<file path="src/rtl/smpcol_pkg.sv">
package smpcol_pkg;

  typedef enum logic {
    DRN_IDLE = 1'b0,
    DRN_RUN  = 1'b1
  } drain_state_e;

  // width of an index able to address n items, never below one bit
  function automatic int idx_bits(input int n);
    return (n <= 2) ? 1 : $clog2(n);
  endfunction

endpackage

</file>
<file path="src/rtl/smpcol_probe_slot.sv">
module smpcol_probe_slot #(
  parameter int DATA_W = 16,
  parameter int CNT_W  = 8
) (
  input  logic              clk,
  input  logic              rst_n,
  input  logic              evt,
  input  logic [DATA_W-1:0] din,
  input  logic              store_full,
  input  logic              granted,
  output logic              busy,
  output logic [DATA_W-1:0] held,
  output logic [CNT_W-1:0]  drops,
  output logic              lost
);

  localparam logic [CNT_W-1:0] CNT_MAX = '1;

  function automatic logic [CNT_W-1:0] sat_inc(input logic [CNT_W-1:0] v);
    return (v == CNT_MAX) ? v : v + 1'b1;
  endfunction

  logic capture;

  assign capture = evt && !busy && !store_full;
  assign lost    = evt && (busy || store_full);

  always_ff @(posedge clk or negedge rst_n) begin
    if (!rst_n) begin
      busy  <= 1'b0;
      held  <= '0;
      drops <= '0;
    end else begin
      if (capture) begin
        busy <= 1'b1;
        held <= din;
      end else if (granted) begin
        busy <= 1'b0;
      end
      if (lost) begin
        drops <= sat_inc(drops);
      end
    end
  end

endmodule

</file>
<file path="src/rtl/smpcol_prio_arb.sv">
module smpcol_prio_arb #(
  parameter int N_REQ  = 4,
  parameter int RANK_W = 2
) (
  input  logic [N_REQ-1:0]        req,
  input  logic [N_REQ*RANK_W-1:0] rank,
  input  logic                    enable,
  output logic [N_REQ-1:0]        grant,
  output logic                    any_grant
);

  localparam int SEL_W = smpcol_pkg::idx_bits(N_REQ);

  always_comb begin
    logic              found;
    logic [RANK_W-1:0] best;
    logic [SEL_W-1:0]  sel;
    found = 1'b0;
    best  = '0;
    sel   = '0;
    for (int i = 0; i < N_REQ; i++) begin
      // strict compare keeps the lower index on equal rank
      if (req[i] && (!found || (rank[i*RANK_W +: RANK_W] > best))) begin
        found = 1'b1;
        best  = rank[i*RANK_W +: RANK_W];
        sel   = SEL_W'(i);
      end
    end
    grant = '0;
    if (found && enable) begin
      grant[sel] = 1'b1;
    end
    any_grant = found && enable;
  end

endmodule

</file>
<file path="src/rtl/smpcol_store.sv">
module smpcol_store #(
  parameter int ENTRY_W = 18,
  parameter int DEPTH   = 16
) (
  input  logic               clk,
  input  logic               rst_n,
  input  logic               wr_en,
  input  logic [ENTRY_W-1:0] wr_entry,
  input  logic               burst_req,
  output logic               full,
  output logic               empty,
  output logic               rd_fire,
  output logic [ENTRY_W-1:0] rd_entry,
  output logic               rd_last
);

  import smpcol_pkg::*;

  localparam int PTR_W = idx_bits(DEPTH);
  localparam int OCC_W = $clog2(DEPTH + 1);
  localparam logic [OCC_W-1:0] OCC_FULL = OCC_W'(DEPTH);
  localparam logic [OCC_W-1:0] OCC_ONE  = OCC_W'(1);

  function automatic logic [PTR_W-1:0] ptr_inc(input logic [PTR_W-1:0] p);
    return (p == PTR_W'(DEPTH - 1)) ? '0 : p + 1'b1;
  endfunction

  function automatic logic [OCC_W-1:0] occ_step(input logic [OCC_W-1:0] o,
                                                input logic push,
                                                input logic pop);
    logic [OCC_W-1:0] r;
    r = o;
    if (push && !pop) r = o + 1'b1;
    if (pop && !push) r = o - 1'b1;
    return r;
  endfunction

  logic [ENTRY_W-1:0] mem [DEPTH];
  logic [PTR_W-1:0]   wr_ptr;
  logic [PTR_W-1:0]   rd_ptr;
  logic [OCC_W-1:0]   occ;
  drain_state_e       drain_q;
  logic               wr_fire;

  assign full     = (occ == OCC_FULL);
  assign empty    = (occ == '0);
  assign wr_fire  = wr_en && !full;
  assign rd_fire  = (drain_q == DRN_RUN) && !empty;
  assign rd_last  = rd_fire && (occ == OCC_ONE) && !wr_fire;
  assign rd_entry = mem[rd_ptr];

  always_ff @(posedge clk) begin
    if (wr_fire) begin
      mem[wr_ptr] <= wr_entry;
    end
  end

  always_ff @(posedge clk or negedge rst_n) begin
    if (!rst_n) begin
      wr_ptr  <= '0;
      rd_ptr  <= '0;
      occ     <= '0;
      drain_q <= DRN_IDLE;
    end else begin
      if (wr_fire) wr_ptr <= ptr_inc(wr_ptr);
      if (rd_fire) rd_ptr <= ptr_inc(rd_ptr);
      occ <= occ_step(occ, wr_fire, rd_fire);
      case (drain_q)
        DRN_IDLE: if (burst_req && !empty) drain_q <= DRN_RUN;
        DRN_RUN:  if (rd_last)             drain_q <= DRN_IDLE;
        default:                           drain_q <= DRN_IDLE;
      endcase
    end
  end

endmodule

</file>
<file path="src/rtl/sample_collector.sv">
module sample_collector #(
  parameter int  N_PROBES = 4,
  parameter int  DATA_W   = 16,
  parameter int  DEPTH    = 16,
  parameter int  CNT_W    = 8,
  parameter int  RANK_W   = 2,
  localparam int IDX_W    = smpcol_pkg::idx_bits(N_PROBES)
) (
  input  logic                       clk,
  input  logic                       rst_n,
  input  logic [N_PROBES-1:0]        probe_evt,
  input  logic [N_PROBES*DATA_W-1:0] probe_din,
  input  logic [N_PROBES*RANK_W-1:0] probe_rank,
  input  logic                       burst_req,
  output logic [N_PROBES-1:0]        probe_busy,
  output logic [N_PROBES*CNT_W-1:0]  drop_cnt,
  output logic                       buf_full,
  output logic                       rd_valid,
  output logic [DATA_W-1:0]          rd_data,
  output logic [IDX_W-1:0]           rd_probe,
  output logic                       rd_last
);

  localparam int ENTRY_W = IDX_W + DATA_W;

  // named internal events, observed by the bound checker
  logic [N_PROBES-1:0]        grant;
  logic                       wr_fire;
  logic                       buf_empty;
  logic [N_PROBES-1:0]        lost;
  logic [N_PROBES*DATA_W-1:0] held_all;
  logic [ENTRY_W-1:0]         wr_entry;
  logic [ENTRY_W-1:0]         rd_entry;

  for (genvar g = 0; g < N_PROBES; g++) begin : g_slot
    smpcol_probe_slot #(
      .DATA_W (DATA_W),
      .CNT_W  (CNT_W)
    ) u_slot (
      .clk        (clk),
      .rst_n      (rst_n),
      .evt        (probe_evt[g]),
      .din        (probe_din[g*DATA_W +: DATA_W]),
      .store_full (buf_full),
      .granted    (grant[g]),
      .busy       (probe_busy[g]),
      .held       (held_all[g*DATA_W +: DATA_W]),
      .drops      (drop_cnt[g*CNT_W +: CNT_W]),
      .lost       (lost[g])
    );
  end

  smpcol_prio_arb #(
    .N_REQ  (N_PROBES),
    .RANK_W (RANK_W)
  ) u_arb (
    .req       (probe_busy),
    .rank      (probe_rank),
    .enable    (!buf_full),
    .grant     (grant),
    .any_grant (wr_fire)
  );

  // one-hot grant selects the winning slot and its index
  always_comb begin
    logic [DATA_W-1:0] sel_data;
    logic [IDX_W-1:0]  sel_idx;
    sel_data = '0;
    sel_idx  = '0;
    for (int i = 0; i < N_PROBES; i++) begin
      if (grant[i]) begin
        sel_data = sel_data | held_all[i*DATA_W +: DATA_W];
        sel_idx  = sel_idx | IDX_W'(i);
      end
    end
    wr_entry = {sel_idx, sel_data};
  end

  smpcol_store #(
    .ENTRY_W (ENTRY_W),
    .DEPTH   (DEPTH)
  ) u_store (
    .clk       (clk),
    .rst_n     (rst_n),
    .wr_en     (wr_fire),
    .wr_entry  (wr_entry),
    .burst_req (burst_req),
    .full      (buf_full),
    .empty     (buf_empty),
    .rd_fire   (rd_valid),
    .rd_entry  (rd_entry),
    .rd_last   (rd_last)
  );

  assign rd_data  = rd_entry[DATA_W-1:0];
  assign rd_probe = rd_entry[ENTRY_W-1 -: IDX_W];

endmodule

</file>
<file path="config.mk">
export PLATFORM = sky130hd
export DESIGN_NAME = sample_collector
export DESIGN_NICKNAME = d
export VERILOG_FILES = /design/src/rtl/smpcol_pkg.sv /design/src/rtl/smpcol_probe_slot.sv /design/src/rtl/smpcol_prio_arb.sv /design/src/rtl/smpcol_store.sv /design/src/rtl/sample_collector.sv
export SDC_FILE = /design/constraint.sdc
export NUM_CORES = 1
export LEC_CHECK = 0
export BUFFER_PORTS_ARGS = -buffer_cell sky130_fd_sc_hd__buf_2
export CORE_AREA = 5 5 224 226
export CTS_BUF_LIST = sky130_fd_sc_hd__clkbuf_8
export CTS_CLUSTER_SIZE = 24
export DETAILED_ROUTE_END_ITERATION = 7
export DIE_AREA = 0 0 229 231
export GPL_TIMING_DRIVEN = 0
export SYNTH_ARGS = -nofsm -noshare
export SYNTH_HDL_FRONTEND = slang
export SYNTH_SLANG_ARGS = --single-unit
</file>
<file path="constraint.sdc">
create_clock -name clk -period 13.85 [get_ports clk]
set_input_delay 1.385 -clock clk [delete_from_list [all_inputs] [get_ports clk]]
set_output_delay 1.385 -clock clk [all_outputs]
set_load 0.005 [all_outputs]
</file>
Word-level counts from Yosys, hierarchy flattened
Memories as Yosys holds them, arrays and structs flattened.
Index checks and enable logic that the tools add are counted.

operators by class
  $add $sub $neg = 8
  order comparisons = 5
  equal/unequal tests = 8
  muxes and demuxes = 37
  bitwise operators = 8
  reductions and logical operators = 52

operators by type and width
  kind                                                                           count
  16-bit 2-to-1 mux                                                              4
  16-bit bitwise OR                                                              3
  8-bit by 1-bit adder with 8-bit output (second input constant)                 4
  8-bit == test (second input constant)                                          4
  1-bit logical AND                                                              24
  1-bit 2-to-1 mux                                                               19
  2-bit 2-to-1 mux                                                               7
  4-bit 2-to-1 mux                                                               3
  1-bit zero test                                                                11
  5-bit 2-to-1 mux                                                               2
  2-bit nonzero test                                                             5
  4-bit by 1-bit adder with 4-bit output (second input constant)                 2
  4-bit == test (second input constant)                                          2
  2-bit AND reduction                                                            4
  1-bit logical OR                                                               7
  2-bit > comparator                                                             3
  5-bit by 1-bit adder with 5-bit output (second input constant)                 1
  5-bit by 1-bit == test with 1-bit output (second input constant)               1
  5-bit == test (second input constant)                                          1
  5-bit zero test                                                                1
  1-bit NOT                                                                      5
  5-bit by 1-bit subtractor with 5-bit output (second input constant)            1
  2-bit by 3-bit less-than comparator with 1-bit output (second input constant)  1
  1-bit demux with 2-bit select                                                  1
  2 further kinds                                                                2

storage, ports and cells
  flip-flop bits (word level) = 114
  RAM bits = 288
  input port bits = 79
  output and inout port bits = 57
  memories kept = 1

memory list
  memory       words  width  read ports  clocked after memory_dff  write ports  line                text
  u_store.mem  16     18     1           0                         1            smpcol_store.sv:38  logic [ENTRY_W-1:0] mem [DEPTH];

Longest topological paths before layout
  depth after elaboration = 25
  depth in mapped cells = 22
  depth with buffers taken out = 18

Hierarchy
A second synthesis with hierarchy kept.

second synthesis, totals
  cells, all modules = 1021
  area, all modules = 16935.0 um^2

modules (own cells, without submodules)
  module             instances  cells each  area each (um^2)
  smpcol_store       1          623         11937.7
  smpcol_probe_slot  4          75          1059.8
  sample_collector   1          59          479.2
  smpcol_prio_arb    1          39          279.0

Least setup slack after synthesis
OpenSTA, ideal clock, no wires.

  kind = input to register
  from = in probe_rank[1]
  to = mem u_store.mem[0][10], data pin
  arrival = 5.443 ns
  path slack = 8.106 ns
  stages = 20
  buffers on the path = 3
  path through = nand2_1 -> ha_1 -> nor2b_1 -> o21ai_0 -> a21boi_0 -> buf_2 -> a32oi_1 -> ha_1 -> nor2b_1 -> o21a_1 -> o21ai_0 -> mux2_2 -> ha_1 -> nand2_1 -> o211ai_1 -> a21boi_1 -> or2_1 -> buf_2 -> buf_2 -> o221ai_1

on the way
  cells in the longest elaborated chain, start to end = 25
  elaborated cells between the ends (all ways) = 34
  those cells by class = 5 x order compare; 16 x mux; 3 x bitwise; 10 x reduce/logical

ends and longest elaborated chain
  item                                                   line                    text
  start, declared                                        sample_collector.sv:13  input logic [N_PROBES*RANK_W-1:0] probe_rank,
  2-bit 2-to-1 mux (*)                                   smpcol_prio_arb.sv:23   if (req[i] && (!found || (rank[i*RANK_W +: RANK_W] > best))) begin
  2-bit > comparator                                     smpcol_prio_arb.sv:23
  1-bit logical OR                                       smpcol_prio_arb.sv:23
  1-bit logical AND                                      smpcol_prio_arb.sv:23
  2-bit 2-to-1 mux or 1-bit 2-to-1 mux (tied branches)   smpcol_prio_arb.sv:23
  2-bit > comparator or 1-bit zero test (tied branches)  smpcol_prio_arb.sv:23
  1-bit logical OR                                       smpcol_prio_arb.sv:23
  1-bit logical AND                                      smpcol_prio_arb.sv:23
  [... 10 more ...]                                      --
  16-bit 2-to-1 mux                                      sample_collector.sv:71  if (grant[i]) begin
  16-bit bitwise OR                                      sample_collector.sv:72  sel_data = sel_data | held_all[i*DATA_W +: DATA_W];
  16-bit 2-to-1 mux                                      sample_collector.sv:71
  16-bit bitwise OR                                      sample_collector.sv:72
  16-bit 2-to-1 mux                                      sample_collector.sv:71
  16-bit bitwise OR                                      sample_collector.sv:72
  16-bit 2-to-1 mux (*)                                  sample_collector.sv:71
  via u_store.wr_entry[10]                               smpcol_store.sv:8       input logic [ENTRY_W-1:0] wr_entry,
  end, declared                                          smpcol_store.sv:38

The timed path passes the listed nets; every way through them passes the cells marked *.

Final worst setup path
  from = in probe_rank[1]
  to = mem u_store.mem[6][5], data pin

The elaborated chain is that of the path after synthesis.

==> impl_metrics.csv <==
group,metric,value,unit
critical_path,cp_data_required_time,14040,ps
routing,total_routed_length,40.0,mm
place,port_buffers,135,
critical_path,worst_setup_path_start_kind,"primary input",
routing,route.detailed.wl_per_inst,21.1,um
grt,grt_pass1_wl,61.1,mm
final_layout,design_area,19300,um^2
power_and_ir_drop,leakage,7.28,nW
clocking,cts_repair_resize_count,0,
synthesis,ys_async_sr_fraction,0.284,
run_status,status,"completed",
clocking,ctsRootBufferMaster,"sky130_fd_sc_hd__clkbuf_8",
power_and_ir_drop,post-layout-total-power,0.00518,W
die,initial_utilization,0.345,
die,io_pins,136,
critical_path,regToRegStartpoint,"g_slot[0].u_slot.busy",
final_layout,fillerInstances,4415,
place,detailedPlace.worstSlack,6500,ps
place,placed_area,18100,um^2
die,placement_rows,81,
routing,first_pass_iters,5,
final_layout,finalNonFillerCells,1891,
power_and_ir_drop,swShare,0.367,
critical_path,worstRegToRegCells,20,
grt,first_global_vias,9952,
timing,fin_skew,20.8,ps
routing,post_drt_via_cell_ratio,5.04,
place,finalWeightedCongestion,0.804,
grt,grt_antenna_before_repair,9,
timing,timing_max_transition_violations_final,0,
timing,rsz0062_at_grt,"false",
synthesis,post_synth_inst_count,1009,
clocking,cts_sinks,402,
final_layout,design.final.nets,1316,
timing,hold_viol_final,0,
synthesis,syn-mean-instance-area,16.4,um^2
power_and_ir_drop,power.sequential.fraction,0.438,
place,final_hpwl_from_detailed_placement,27.4,mm
clocking,htree_num_levels,3,
timing,setup_viol,0,
clocking,numCtsBuffers,68,
power_and_ir_drop,power.switching,0.00190,W
critical_path,crit_path_end_kind,"flip-flop",
critical_path,crit_type,"in -> reg",
synthesis,synth_warnings,0,
routing,initialDrtViolationCount,735,
critical_path,path_max_fanout,16,
routing,drt.antenna.violating_nets,0,
power_and_ir_drop,combinational_group_share_of_total_power,0.382,
synthesis,synth_area,16600,um^2
worst_hold_path,worstHoldEndpoint,"g_slot[0].u_slot.held[10]",
clocking,cts-hold-fix-buffers,0,
grt,globalRouteTotalUtil,0.148,
synthesis,top_flip_flop_cell_by_instance_count_after_synthesis,"sky130_fd_sc_hd__edfxtp_1",
die,die_w,229,um
power_and_ir_drop,clockPowerShare,0.180,
clocking,clk_latency,590,ps
final_layout,ff_latch_area,11500,um^2
timing,postLayoutSetupSlackWorst,7060,ps
critical_path,ff2ff_setup_slack,7210,ps
timing,finalCritPeriodShare,0.490,
die,floorplan.die.height,231,um
die,core,48100,um^2
clocking,cts_setup_buffers,0,
final_layout,post_route_cells_drive_above_1_share,0.296,
worst_hold_path,min_from,"g_slot[0].u_slot.held[10]",
power_and_ir_drop,power_density,268,nW/um^2
final_layout,area_growth_syn_to_layout,16.4,%
die,floorplan.die_area,52900,um^2
grt,maximum_number_of_pins_on_one_net_before_global_route_repair,69,
critical_path,setup.worst_path.start,"probe_rank[1]",
routing,drc_errors,0,
synthesis,synth_fp_nets,1107,
synthesis,synth-edff-count,288,
final_layout,multiInputGateArea,4720,um^2
worst_hold_path,worstHoldPathCells,1,
clocking,cts_tree,"built",
power_and_ir_drop,cell_internal_pwr,0.00328,W
timing,post_route_setup_tns,0,ps
place,post-place-cells,1767,
clocking,buffer_depth_of_the_longest_clock_path,3,
worst_hold_path,hp-class,"reg -> reg",
synthesis,synth.lib_cells_used.distinct,65,
synthesis,synth-seq-area-share,0.693,
job,maxCapViolCount,0,
critical_path,worstPathArrival,6980,ps
critical_path,reg2reg_to,"u_store.mem[6][5]",
timing,maxSlewHeadroom,0.0854,
grt,global_route.overflow_total,0,
routing,via_count,9522,
timing,period_needed,6790,ps
clocking,cts.reportedPaths.clkPinSlew,60,ps
power_and_ir_drop,ir_drop,0.000112,V
timing,tightestPinTransition,1370,ps
timing,timing.fmax,147,MHz
synthesis,yosys_register_bits,402,
layer usage:
metal / share of wire / GRT usage
met5: 0.0017 / 0
met4: 0.017 / 0.0395
met3: 0.072 / 0.0426
met2: 0.48 / 0.241
met1: 0.43 / 0.197
cells by family (layout without fill, tap and decap cells):
kind of cell,count (synthesis),in the layout,synth area share
other,0,3,0
xor gates and xnor gates,27,27,0.0142
adders and majority gates,19,19,0.0143
muxes,159,159,0.141
AOI/OAI and AO/OA,161,161,0.0661
and+or+nand+nor,154,154,0.0476
DFF,402,402,0.693
buffers and inverters,87,344,0.0243
layout make-up:
type | count | area share
inverters | 36 | 0.00700
well taps | 622 | 0.0403
repair buffers | 139 | 0.0379
diodes | 3 | 0.000389
multi-input cells | 520 | 0.244
flip-flops and latches | 402 | 0.595
clock buffers | 70 | 0.0499
clock inverters | 48 | 0.0110
plain buffers | 51 | 0.0139
power by group through the flow:
stage	Combinational, W	Clock, W	Sequential, W
after floorplan	0.00124	0	0.00223
after global placement	0.00191	0	0.00228
after detailed placement	0.00196	0	0.00230
after CTS	0.00197	0.000961	0.00228
after global routing	0.00217	0.00102	0.00231
final	0.00198	0.000934	0.00227
layout by cell type (no fill, tap or decap), drive strengths merged, types with 18 or more instances in the layout:
cell and count:
a21oi 31, a221oi 18, a22oi 18, and2 19, buf 168, clkbuf 92
clkinv 19, dfrtp 114, edfxtp 288, ha 19, inv 62, mux2 52
mux2i 53, mux4 54, nand2 57, nor2 26, o21ai 47
flip-flops by register name, indices dropped and copies added (netlist names):
name                 count
u_store.wr_ptr           4
g_slot.u_slot.busy       4
u_store.mem            288
g_slot.u_slot.drops     32
u_store.occ              5
g_slot.u_slot.held      64
u_store.drain_q          1
u_store.rd_ptr           4
how the worst max path moves through the flow:
stage                          to  slack [ps]  depth (start not counted)
6_report        u_store.mem[6][5]        7060                         20
5_1_grt        u_store.mem[9][10]        6640                         20
4_1_cts         u_store.mem[0][9]        7110                         20
3_5_place_dp    u_store.mem[5][9]        6500                         20
3_3_place_gp    u_store.mem[4][9]        6700                         20
2_1_floorplan  u_store.mem[0][10]        8110                         20
synthesized netlist by cell type (2+ instances only):
library cell,count,share of area
sky130_fd_sc_hd__mux2i_1,53,0.032
sky130_fd_sc_hd__a22oi_1,18,0.0081
sky130_fd_sc_hd__o211ai_1,4,0.0018
sky130_fd_sc_hd__buf_6,2,0.0014
sky130_fd_sc_hd__ha_1,19,0.014
sky130_fd_sc_hd__and2_1,19,0.0072
sky130_fd_sc_hd__and3_1,5,0.0019
sky130_fd_sc_hd__nand4_1,6,0.0023
sky130_fd_sc_hd__nor3_2,2,0.0012
sky130_fd_sc_hd__nand4b_1,2,0.0011
sky130_fd_sc_hd__clkbuf_1,21,0.0047
sky130_fd_sc_hd__inv_1,35,0.0079
sky130_fd_sc_hd__o31ai_1,2,0.00090
sky130_fd_sc_hd__nand2_1,57,0.013
sky130_fd_sc_hd__edfxtp_1,288,0.52
sky130_fd_sc_hd__nand3_1,16,0.0048
sky130_fd_sc_hd__nor2b_1,6,0.0023
sky130_fd_sc_hd__buf_4,11,0.0050
sky130_fd_sc_hd__nor2_1,24,0.0054
sky130_fd_sc_hd__a21o_1,4,0.0018
sky130_fd_sc_hd__dfrtp_1,114,0.17
sky130_fd_sc_hd__o21a_1,2,0.00090
sky130_fd_sc_hd__a221oi_1,18,0.0095
sky130_fd_sc_hd__mux4_2,54,0.073
sky130_fd_sc_hd__buf_2,15,0.0045
sky130_fd_sc_hd__o21a_2,2,0.0011
sky130_fd_sc_hd__nor2_2,2,0.00075
sky130_fd_sc_hd__a31oi_1,4,0.0015
sky130_fd_sc_hd__o221ai_1,16,0.0084
sky130_fd_sc_hd__nor3_1,4,0.0012
sky130_fd_sc_hd__xnor2_1,14,0.0074
sky130_fd_sc_hd__a21oi_1,30,0.0090
sky130_fd_sc_hd__o21ai_0,45,0.014
sky130_fd_sc_hd__mux2_2,52,0.035
sky130_fd_sc_hd__xor2_1,13,0.0069
per-stage QoR:
| stage | util | hold slack [ps] |
|---|---|---|
| after floorplan | - | 480 |
| after global placement | 0.375 | 483 |
| after detailed placement | 0.376 | 486 |
| after CTS | 0.400 | 501 |
| after global routing | 0.401 | 519 |
| final | 0.401 | 502 |
worst max-delay path, cell delays in order:
cell                        delay, ps
sky130_fd_sc_hd__buf_2             90
sky130_fd_sc_hd__nand2_1           50
sky130_fd_sc_hd__ha_1             290
sky130_fd_sc_hd__nor2b_1          150
sky130_fd_sc_hd__o21ai_0          210
sky130_fd_sc_hd__a21boi_0         120
sky130_fd_sc_hd__buf_2            240
sky130_fd_sc_hd__a32oi_1          270
sky130_fd_sc_hd__ha_1             290
sky130_fd_sc_hd__nor2b_1          140
sky130_fd_sc_hd__o21a_1           180
sky130_fd_sc_hd__o21ai_0          510
sky130_fd_sc_hd__nor2_1            80
sky130_fd_sc_hd__a21o_1           180
sky130_fd_sc_hd__ha_1             280
sky130_fd_sc_hd__nor2b_1          130
sky130_fd_sc_hd__o211ai_1         260
sky130_fd_sc_hd__o2111ai_1        540
sky130_fd_sc_hd__clkbuf_1         420
sky130_fd_sc_hd__o221ai_1        1130
(Power assumes the default switching activity.)
